<file path="src/rtl/fpcmp_pkg.sv">
package fpcmp_pkg;

  typedef enum logic [2:0] {
    CMP_LT  = 3'd0,
    CMP_EQ  = 3'd1,
    CMP_LE  = 3'd2,
    CMP_GT  = 3'd3,
    CMP_NE  = 3'd4,
    CMP_GE  = 3'd5,
    CMP_UN  = 3'd6,
    CMP_RSV = 3'd7
  } cmpOp_e;

  // relations produced by the datapath for the control
  typedef struct packed {
    logic unord;
    logic lt;
    logic eq;
    logic anySnan;
    logic anyDenorm;
  } cmpRel_t;

  // strobes sent by the control to the datapath
  typedef struct packed {
    logic load;
    logic resBit;
  } cmpStrobe_t;

endpackage

</file>
<file path="src/rtl/fpcmp_classify.sv">
module fpcmp_classify #(
  parameter int EXP_W = 8,
  parameter int MAN_W = 23
) (
  input  logic [EXP_W+MAN_W:0] opnd,
  output logic                 isNan,
  output logic                 isSnan,
  output logic                 isDenorm,
  output logic                 isZero
);
  logic [EXP_W-1:0] expField;
  logic [MAN_W-1:0] manField;
  logic expAllOnes;
  logic expAllZero;
  logic manNonZero;

  assign expField   = opnd[EXP_W+MAN_W-1:MAN_W];
  assign manField   = opnd[MAN_W-1:0];
  assign expAllOnes = &expField;
  assign expAllZero = ~|expField;
  assign manNonZero = |manField;

  assign isNan    = expAllOnes & manNonZero;
  assign isSnan   = isNan & ~manField[MAN_W-1];
  assign isDenorm = expAllZero & manNonZero;
  assign isZero   = expAllZero & ~manNonZero;
endmodule

</file>
<file path="src/rtl/fpcmp_datapath.sv">
module fpcmp_datapath
  import fpcmp_pkg::*;
#(
  parameter int EXP_W = 8,
  parameter int MAN_W = 23
) (
  input  logic                 clk,
  input  logic                 rst_n,
  input  logic [EXP_W+MAN_W:0] opA,
  input  logic [EXP_W+MAN_W:0] opB,
  input  cmpStrobe_t           strb,
  output cmpRel_t              rel,
  output logic [EXP_W+MAN_W:0] result
);
  localparam int W      = 1 + EXP_W + MAN_W;
  localparam int N_OPND = 2;

  logic [W-1:0] opnd [N_OPND];
  logic [N_OPND-1:0] nanV, snanV, denV, zeroV;

  assign opnd[0] = opA;
  assign opnd[1] = opB;

  for (genvar i = 0; i < N_OPND; i++) begin : g_cls
    fpcmp_classify #(.EXP_W(EXP_W), .MAN_W(MAN_W)) u_cls (
      .opnd    (opnd[i]),
      .isNan   (nanV[i]),
      .isSnan  (snanV[i]),
      .isDenorm(denV[i]),
      .isZero  (zeroV[i])
    );
  end

  logic signA, signB;
  logic [W-2:0] magA, magB;
  logic bothZero, sameWord, eqRaw, ltRaw, unord;

  assign signA    = opA[W-1];
  assign signB    = opB[W-1];
  assign magA     = opA[W-2:0];
  assign magB     = opB[W-2:0];
  assign bothZero = &zeroV;
  assign sameWord = (opA == opB);
  assign eqRaw    = bothZero | sameWord;
  assign unord    = |nanV;

  always_comb begin
    if (signA != signB) ltRaw = signA;
    else if (signA)     ltRaw = (magA > magB);
    else                ltRaw = (magA < magB);
  end

  assign rel.unord     = unord;
  assign rel.eq        = ~unord & eqRaw;
  assign rel.lt        = ~unord & ~eqRaw & ltRaw;
  assign rel.anySnan   = |snanV;
  assign rel.anyDenorm = |denV;

  always_ff @(posedge clk or negedge rst_n) begin
    if (!rst_n)         result <= '0;
    else if (strb.load) result <= {{(W-1){1'b0}}, strb.resBit};
  end
endmodule

</file>
<file path="src/rtl/fpcmp_control.sv">
module fpcmp_control
  import fpcmp_pkg::*;
(
  input  logic       clk,
  input  logic       rst_n,
  input  logic       inValid,
  input  logic [2:0] opSel,
  input  logic       excEnable,
  input  cmpRel_t    rel,
  output cmpStrobe_t strb,
  output logic       outValid,
  output logic       wrEn,
  output logic       excInvalid,
  output logic       excDenorm
);
  cmpOp_e op;
  logic   predBit;
  logic   orderedOp;
  logic   raiseInv, raiseDen;

  assign op = cmpOp_e'(opSel);

  always_comb begin
    predBit   = 1'b0;
    orderedOp = 1'b0;
    unique case (op)
      CMP_LT:  begin predBit = rel.lt;                       orderedOp = 1'b1; end
      CMP_EQ:  predBit = rel.eq;
      CMP_LE:  begin predBit = rel.lt | rel.eq;              orderedOp = 1'b1; end
      CMP_GT:  begin predBit = ~rel.lt & ~rel.eq & ~rel.unord; orderedOp = 1'b1; end
      CMP_NE:  predBit = ~rel.eq;
      CMP_GE:  begin predBit = ~rel.lt & ~rel.unord;         orderedOp = 1'b1; end
      CMP_UN:  predBit = rel.unord;
      CMP_RSV: predBit = 1'b0;
      default: predBit = 1'b0;
    endcase
  end

  assign raiseInv = excEnable & ((orderedOp & rel.unord) | rel.anySnan);
  assign raiseDen = excEnable & rel.anyDenorm;

  assign strb.load   = inValid;
  assign strb.resBit = predBit;

  always_ff @(posedge clk or negedge rst_n) begin
    if (!rst_n) begin
      outValid   <= 1'b0;
      wrEn       <= 1'b0;
      excInvalid <= 1'b0;
      excDenorm  <= 1'b0;
    end else begin
      outValid   <= inValid;
      wrEn       <= inValid & ~raiseInv & ~raiseDen;
      excInvalid <= inValid & raiseInv;
      excDenorm  <= inValid & raiseDen;
    end
  end
endmodule

</file>
<file path="src/rtl/fpcmp_unit.sv">
module fpcmp_unit
  import fpcmp_pkg::*;
#(
  parameter int EXP_W = 8,
  parameter int MAN_W = 23
) (
  input  logic                 clk,
  input  logic                 rst_n,
  input  logic                 inValid,
  input  logic [2:0]           opSel,
  input  logic [EXP_W+MAN_W:0] opA,
  input  logic [EXP_W+MAN_W:0] opB,
  input  logic                 excEnable,
  output logic                 outValid,
  output logic                 wrEn,
  output logic [EXP_W+MAN_W:0] result,
  output logic                 excInvalid,
  output logic                 excDenorm
);
  cmpRel_t    rel;
  cmpStrobe_t strb;

  fpcmp_datapath #(.EXP_W(EXP_W), .MAN_W(MAN_W)) u_dp (
    .clk   (clk),
    .rst_n (rst_n),
    .opA   (opA),
    .opB   (opB),
    .strb  (strb),
    .rel   (rel),
    .result(result)
  );

  fpcmp_control u_ctl (
    .clk       (clk),
    .rst_n     (rst_n),
    .inValid   (inValid),
    .opSel     (opSel),
    .excEnable (excEnable),
    .rel       (rel),
    .strb      (strb),
    .outValid  (outValid),
    .wrEn      (wrEn),
    .excInvalid(excInvalid),
    .excDenorm (excDenorm)
  );
endmodule

</file>
<file path="config.mk">
export PLATFORM = sky130hd
export DESIGN_NAME = fpcmp_unit
export DESIGN_NICKNAME = d
export VERILOG_FILES = /design/src/rtl/fpcmp_pkg.sv /design/src/rtl/fpcmp_classify.sv /design/src/rtl/fpcmp_datapath.sv /design/src/rtl/fpcmp_control.sv /design/src/rtl/fpcmp_unit.sv
export SDC_FILE = /design/constraint.sdc
export NUM_CORES = 1
export LEC_CHECK = 0
export ABC_AREA = 1
export ABC_CLOCK_PERIOD_IN_PS = 800
export BUFFER_PORTS_ARGS = -buffer_cell sky130_fd_sc_hd__buf_2
export CAP_MARGIN = 10
export CORE_ASPECT_RATIO = 0.8
export CORE_UTILIZATION = 30
export CTS_BUF_LIST = sky130_fd_sc_hd__clkbuf_4
export DETAILED_ROUTE_END_ITERATION = 10
export SYNTH_ARGS = -nofsm -noshare
export SYNTH_HDL_FRONTEND = slang
export SYNTH_SLANG_ARGS = --single-unit
</file>
<file path="constraint.sdc">
create_clock -name clk -period 0.8 [get_ports clk]
set_clock_uncertainty 0.2 [all_clocks]
set_input_delay 0.12 -clock clk [delete_from_list [all_inputs] [get_ports clk]]
set_output_delay 0.12 -clock clk [all_outputs]
set_load 0.02 [all_outputs]
</file>
==> results of run 1 <==
## cells in the final DEF (no fill, tap or decap), types with 13 or more instances in the layout
cell	count
ha_4	25
nand2_1	63
nor2_2	14
buf_4	30
inv_2	22
buf_6	26
conb_1	31
inv_1	30
nor2_1	24
nand2_2	18
buf_2	51
a21oi_1	13
## power groups by stage
stage	sequential, µW	combinational [µW]	clock, µW
after floorplan	292	723	0
after global placement	275	1070	0
after detailed placement	275	1080	0
after CTS	275	1360	335
after global routing	276	1650	353
final	275	1490	338
## routing by layer
layer / global-route usage (%) / vias up / routed length [µm]
met4: 1.792 / 0 / 21
met1: 22.63 / 942 / 2553
li1: - / 1115 / -
met2: 30.51 / 70 / 2608
met5: 0 / - / 0
met3: 1.050 / 2 / 231
## flip-flops by register name (all words and copies together) (netlist names)
| name | count |
|---|---|
| u_ctl.excDenorm | 1 |
| u_ctl.excInvalid | 1 |
| u_ctl.outValid | 1 |
| u_ctl.wrEn | 1 |
| u_dp.result | 1 |
## cell type report
| cell class | instances | area (µm²) | area share, % |
|---|---|---|---|
| Multi-Input combinational cell | 246 | 1901 | 60.33 |
| Timing Repair Buffer | 108 | 783.3 | 24.86 |
| Tap cell | 78 | 97.59 | 3.098 |
| Inverter | 55 | 214.0 | 6.791 |
| Sequential cell | 5 | 125.1 | 3.971 |
| Clock buffer | 4 | 30.03 | 0.9531 |
## stage by stage
step | instance area [µm²] | setup TNS [ns] | worst slack (ns) | total power (µW) | utilization, %
3_5_place_dp | 2421 | -3.964 | -1.211 | 1355 | 43.35
2_1_floorplan | 1978 | -2.121 | -0.8988 | 1015 | -
6_report | 3151 | -4.209 | -0.9234 | 2104 | 56.41
4_1_cts | 2940 | -4.259 | -0.8693 | 1971 | 52.64
3_3_place_gp | 2421 | -3.897 | -1.129 | 1345 | 43.35
5_1_grt | 3151 | -4.674 | -1.055 | 2279 | 56.41
## logic make-up (layout without fill, tap and decap cells)
kind of cell    after synthesis  after routing
fa+ha+maj                    31             31
flops                         5              5
simple gates                162            162
buf+inv                      86            167
xor+xnor                      1              1
compound gates               21             21
other cells                   1             31
## timing repair
action                                 in CTS  in global routing
endpoints found under the hold margin       9                  4
gates resized for setup                    83                 54
pin swaps                                  33                 33
setup buffers                               4                  2
setup endpoints to repair                   9                  9
## worst register-to-register path: stages, from the launching register on
cell	delay [ns]
dfrtp_1	0.39
nand2_1	0.08
nand2_1	0.05
## final timing paths
| path | from | end | slack [ns] | cells past startpoint |
|---|---|---|---|---|
| setup reg to reg | u_dp.result[0] | u_dp.result[0] | -0.04 | 2 |
| hold reg to reg | u_dp.result[0] | u_dp.result[0] | 0.34 | 2 |
| max in group asynchronous | rst_n | u_dp.result[0] | 0.25 | 2 |
| hold / removal | inValid | u_ctl.outValid | -0.19 | 1 |
| min in group asynchronous | rst_n | u_ctl.excInvalid | 0.01 | 2 |
| setup / recovery | opB[10] | u_dp.result[0] | -0.92 | 17 |
==> flow_summary.ini, run 1 <==
[sta]
fin_hold_ws_ns = -0.1926
setup_viol = 9
hold_viol = 4
maxSlewViolCount = 0
rsz0062_at_grt = yes
timing.final.crit_share_pct = 215.4
fin_crit_ns = 1.723
worst_slack_ns = -0.9234
max_freq_ghz = 0.5802

[synthesis]
synth-main-ff-cell = dfrtp_1
yosys.area_share.simple_pct = 38.69
synth_common_cells = 83 x nand2_1, 50 x inv_1, 45 x nor2_1
yosys-top-cells-area = ha_1 22%, nand2_1 17%, buf_4 13%
synthAdderAreaFrac_pct = 21.77
syn_area_per_cell_um2 = 5.804
synth_compound_area_share_pct = 7.163
netlist_area_um2 = 1782
synth_largest_area_cell = ha_1
ys_types = 23
ys_seq_area_share_pct = 7.022
synth-edff-count = 0
synth_top_area_share_pct = 21.77
synth_top_family_by_area = simple AND/OR/NAND/NOR gates
netlist_instances = 307
ys_ff_latch = 5
synthArstFlopShare_pct = 100.0
synth.most_common_cell = nand2_1
yosysWarnings = 0
synthXorXnorAreaFrac_pct = 0.4916
synth_mux_area_share_pct = 0

[worst_hold_path]
hold_class = in2reg

[floorplan]
io_pins = 107
start_util_pct = 31.90
die_w_um = 88.16
die_area_um2 = 6253
die_h_um = 70.93
rows = 24
core_region_area_um2 = 5585

[run_status]
outcome = finished, violations left
violations = hold timing, setup timing

[placement]
dp_hpwl_mm = 4.214
io_buffer_count = 75
gp_congestion = 0.8209
placed_cells = 486

[worst_setup_path]
crit_buf_inv = 3
endpoint_kind = register
worstPathMaxFanout = 3
critPathLaunchType = input port
cp.required_ns = 0.73
crit_chain = buf_6, inv_2, ha_4, a21oi_1, nand2_1, a21oi_1, nand2_1, nand2_1, nand2_1, nand2_1, nand2_1, inv_1, nand2_2, a21oi_2, nand2_1, nand2_1, nand2_1
critical-path-max-stage-delay_ns = 0.21
slowest_stage = ha_4
cp_top_family = simple AND/OR/NAND/NOR gates
worst-endpoint-arrival_ns = 1.66
critical_path_class = in2reg
worst_path_most_repeated_cell = nand2_1

[pwr]
power_frac_clock_pct = 16.0
internal-power_uw = 1164
switching_share_pct = 44.68
ir_worst_vdd_mv = 0.2315
p_comb_share_pct = 70.9
power_density_nw_per_um2 = 667.9
p_leak_uw = 0.001577
pwr-share-seq_pct = 13.1
p_sw_uw = 940.0

[global_route]
grt_usage_pct = 16.89
grt_pass1_wl_mm = 8.597
grt_antenna_before_repair = 0
overflow = 0
grt_max_degree = 8
grt_pass1_vias = 2039

[clock_network]
cts_tree = done
cts.sinks = 5
clk_pin_slew_ns = 0.05
cts_made_buffers = 3
insertion_delay_ns = 0.24
htreeDepth = 1
clockRootBuffer = clkbuf_4
hold_buffers = 1
clock_path_buffers = 2

[layout]
antenna_cells = 0
layout-drive-gt1-share_pct = 53.35
final_nets = 521
nFillCells = 529
stdcell_count = 496
area_growth_pct = 76.83

[routing]
drt_iter0_markers = 71
drc = 0
antenna_left = 0
viasPerCell = 4.292
via_count = 2129
drt_wl_total_mm = 5.414
dr.pass1.iters = 4
drt-wirelength-per-cell_um = 10.92

[run]
max-cap-violations = 0
Power figures use the tool's default switching activity.
==> inputs of run 2 (changes only) <==
Settings changed: BUFFER_PORTS_ARGS -buffer_cell sky130_fd_sc_hd__buf_2 to not set, DONT_BUFFER_PORTS set to 1.
==> flow_summary.ini, run 2 (synthesis gave the netlist of run 1 again) <==
[placement]
place_area_um2 = 1918
gp_congestion = 0.8580
io_buffer_count = 0
dp_hpwl_mm = 3.951
dp_slack_ns = -1.090

[global_route]
grt_max_degree = 8
grt_usage_pct = 15.43
overflow = 0
grt_pass1_wl_mm = 7.776
grt_antenna_before_repair = 0
grt_pass1_vias = 1807

[routing]
dr.pass1.iters = 4
antenna_left = 0
drt-wirelength-per-cell_um = 12.18
via_count = 1815
drt_iter0_markers = 45
drt_wl_total_mm = 4.934
drc = 0
viasPerCell = 4.481

[clock_network]
cts_tree = done
cts_made_buffers = 3
clockRootBuffer = clkbuf_4
clock_path_buffers = 2
cts.sinks = 5
hold_buffers = 2
clk_pin_slew_ns = 0.04
htreeDepth = 1
insertion_delay_ns = 0.24

[worst_setup_path]
crit_buf_inv = 1
worst-endpoint-arrival_ns = 1.55
worst_path_most_repeated_cell = nand2_1
slowest_stage = ha_1
worstPathMaxFanout = 3
crit_chain = inv_1, ha_1, nand4_1, nor3_4, nand3_2, nand2_2, nand2_1, nand2_1, nand3_1, a21oi_2, nand2_1, nand2_1, nand2_1
critical_path_class = in2reg
endpoint_kind = register
cp.required_ns = 0.73
cp_top_family = simple AND/OR/NAND/NOR gates
critical-path-max-stage-delay_ns = 0.31
critPathLaunchType = input port

[floorplan]
start_util_pct = 31.90
rows = 24
die_h_um = 70.93
core_region_area_um2 = 5585
die_w_um = 88.16
io_pins = 107
die_area_um2 = 6253

[layout]
nFillCells = 561
antenna_cells = 0
mostFrequentLayoutCells = 66 x nand2_1, 31 x conb_1, 30 x inv_1, 28 x nor2_1, 22 x ha_4
final_area_um2 = 2479
final_common_cell = nand2_1
layout-drive-gt1-share_pct = 38.84
final_nets = 430
area_growth_pct = 39.12

[worst_hold_path]
hold_class = in2reg

[run_status]
outcome = finished, violations left
violations = hold timing, setup timing

[pwr]
power_density_nw_per_um2 = 673.7
power_uw = 1670
ir_worst_vdd_mv = 0.2777
p_leak_uw = 0.001149

[sta]
setup_viol = 9
fin_hold_ws_ns = -0.1766
max_freq_ghz = 0.6165
hold_viol = 9
worst_slack_ns = -0.8221
maxSlewViolCount = 0
fin_crit_ns = 1.622
rsz0062_at_grt = yes
timing.final.crit_share_pct = 202.8

[run]
max-cap-violations = 0
run 2: final cells by class:
cell class / count / area, µm² / share of cell area, %
Clock buffer: 4 / 30.03 / 1.212
Inverter: 55 / 226.5 / 9.137
Multi-Input combinational cell: 246 / 1849 / 74.61
Sequential cell: 5 / 127.6 / 5.149
Tap cell: 78 / 97.59 / 3.937
Timing Repair Buffer: 17 / 147.6 / 5.957
run 2: layer usage:
metal / vias to the layer above / GRT usage [%] / wire [µm]
met5: - / 0 / 0
met4: 0 / 2.151 / 48
met3: 4 / 4.201 / 365
met2: 72 / 26.67 / 2415
met1: 806 / 19.49 / 2103
li1: 933 / - / -
run 2: timing repair:
action	4_1_cts	5_1_grt
buffers inserted	5	0
resized for setup	55	45
endpoints found under the hold margin	10	9
pin swaps	37	39
endpoints found under the setup margin	9	9
run 2: power breakdown:
| part | switching [µW] | internal [µW] | leakage [µW] |
|---|---|---|---|
| logic | 616 | 452 | 0.00107 |
| registers | 14.6 | 268 | 0.0000620 |
| clock network | 97.4 | 222 | 0.0000184 |
| total | 728 | 942 | 0.00115 |
run 2: metrics by stage:
step                hold slack, ns  cells  TNS [ns]  utilization (%)
floorplan                  -0.3756    337    -2.121                -
global placement           -0.3755    394    -3.380            34.34
detailed placement         -0.3755    394    -3.466            34.34
CTS                        -0.1838    405    -3.286            41.51
global route               -0.1829    405    -3.655            44.38
finish                     -0.1766    405    -3.137            44.38
run 2: worst paths after layout:
path                       depth (start not counted)               to  slack (ns)           start
hold reg to reg                                    3   u_dp.result[0]        0.38  u_dp.result[0]
min in group asynchronous                          1  u_ctl.excDenorm       -0.02           rst_n
max in group asynchronous                          1   u_ctl.outValid        0.21           rst_n
setup reg to reg                                   3   u_dp.result[0]       -0.12  u_dp.result[0]
setup / recovery                                  13   u_dp.result[0]       -0.82          opB[1]
hold / removal                                     2  u_ctl.excDenorm       -0.18       excEnable
run 2: worst reg2reg max path: cells and delay by family, from the launching register on:
kind / cells / cell delay [ns]
DFF: 1 / 0.38
buffers and inverters: 1 / 0.14
and+or+nand+nor: 2 / 0.09
==> inputs of run 3 (changes only) <==
Settings changed: PLACE_DENSITY set to 0.54.
==> flow_summary.ini, run 3 (synthesis gave the netlist of run 1 again) <==
[placement]
dp_hpwl_mm = 3.884
io_buffer_count = 0
place_area_um2 = 1948
gp_congestion = 0.7877
dp_slack_ns = -1.101
placed_cells = 398

[floorplan]
rows = 24
die_area_um2 = 6253
core_region_area_um2 = 5585
die_h_um = 70.93
die_w_um = 88.16
start_util_pct = 31.90
io_pins = 107

[worst_setup_path]
slowest_stage = nor3_4
worstPathMaxFanout = 3
critPathLaunchType = input port
cp.required_ns = 0.73
worst_path_most_repeated_cell = nand2_1
crit_chain = inv_6, ha_4, nand4_1, nor3_4, nand3_2, nand2_2, nand2_2, nand2_1, nand3_2, a21oi_2, nand2_1, nand2_1, nand2_1
worst-endpoint-arrival_ns = 1.52
endpoint_kind = register
critical-path-max-stage-delay_ns = 0.26
critical_path_class = in2reg

[global_route]
grtUsageMet2_pct = 25.04
grt_use_met3_pct = 1.984
grtUsageMet1_pct = 19.35
grt_usage_pct = 14.36
grt_pass1_wl_mm = 7.293
overflow = 0
grt_max_degree = 8
grt_pass1_vias = 1707
grt_antenna_before_repair = 0
busiest_layer = met2

[clock_network]
clockRootBuffer = clkbuf_4
cts_tree = done
clock_path_buffers = 2
cts_made_buffers = 3
cts.sinks = 5
clk_pin_slew_ns = 0.05
htreeDepth = 1
insertion_delay_ns = 0.24
hold_buffers = 2

[layout]
final_nets = 436
final_area_um2 = 2587
stdcell_count = 411
mostFrequentLayoutCells = 62 x nand2_1, 35 x nor2_1, 31 x conb_1, 25 x inv_1, 24 x ha_4
area_growth_pct = 45.22
antenna_cells = 0
layout-drive-gt1-share_pct = 41.44
final_common_cell = nand2_1

[pwr]
p_sw_uw = 735.4
switching_share_pct = 42.97
p_comb_share_pct = 64.4
ir_worst_vdd_mv = 0.2730
p_leak_uw = 0.001191
pwr-share-seq_pct = 16.5
power_frac_clock_pct = 19.1
internal-power_uw = 975.9
power_density_nw_per_um2 = 661.4

[routing]
antenna_left = 0
dr.pass1.iters = 4
drt-wirelength-per-cell_um = 11.86
drt_iter0_markers = 30
drt_wl_total_mm = 4.874
drc = 0
via_count = 1792
viasPerCell = 4.360

[worst_hold_path]
hold_class = in2reg

[run_status]
outcome = finished, violations left
violations = hold timing, setup timing

[sta]
setup_tns_ns = -3.324
setup_viol = 9
timing.final.crit_share_pct = 199.4
worst_slack_ns = -0.7951
fin_hold_ws_ns = -0.1849
rsz0062_at_grt = yes
fin_crit_ns = 1.595
maxSlewViolCount = 0
hold_viol = 9
max_freq_ghz = 0.6269

[run]
max-cap-violations = 0
## run 3: cell types whose count changed in the layout (fill, tap and decap cells not counted), sizes merged
cell / delta
buf: +6
## run 3: path summary, 6_finish.rpt
kind                                      from                to  slack, ns  depth (start not counted)
worst max-delay path                   opB[19]    u_dp.result[0]      -0.80                         13
worst min-delay path                 excEnable  u_ctl.excInvalid      -0.18                          2
worst max register to register  u_dp.result[0]    u_dp.result[0]      -0.14                          3
worst min register to register  u_dp.result[0]    u_dp.result[0]       0.41                          3
max in group asynchronous                rst_n        u_ctl.wrEn       0.22                          1
min in group asynchronous                rst_n  u_ctl.excInvalid      -0.03                          1
## run 3: metrics by stage
step,utilization (%),total power (µW),hold slack (ns)
finish,46.33,1711,-0.1849
detailed placement,34.88,1042,-0.3755
CTS,41.89,1575,-0.1829
floorplan,-,1015,-0.3756
global route,46.33,1865,-0.1883
global placement,34.88,1038,-0.3755
## run 3: cell type report
class                      count  area [µm²]
fill                         593        2998
multi-input combinational    246        1852
inverter                      55       284.0
timing repair buffer          23       196.4
sequential                     5       127.6
tap                           78       97.59
clock buffer                   4       30.03
## run 3: per-layer routing
layer	vias up	routed length (µm)
met3	0	334
met2	49	2413
li1	951	-
met1	792	2127
met5	-	0
met4	0	0
## run 3: timing repair
item                                    CTS  global route
setup buffers                             5             4
hold endpoints to repair                 10             8
endpoints found under the setup margin    9             9
resized for setup                        60            64
pin swaps                                36            49
## run 3: power groups by stage
| stage | Combinational, µW | Sequential, µW | Clock (µW) |
|---|---|---|---|
| floorplan | 723 | 292 | 0 |
| global placement | 755 | 284 | 0 |
| detailed placement | 759 | 283 | 0 |
| CTS | 960 | 281 | 334 |
| global route | 1240 | 283 | 345 |
| finish | 1100 | 282 | 327 |
## run 3: critical path: cells and delay by family
kind / cells / cell delay [ns]
buf+inv: 1 / 0.02
simple gates: 10 / 1.01
compound gates: 1 / 0.11
fa+ha+maj: 1 / 0.25
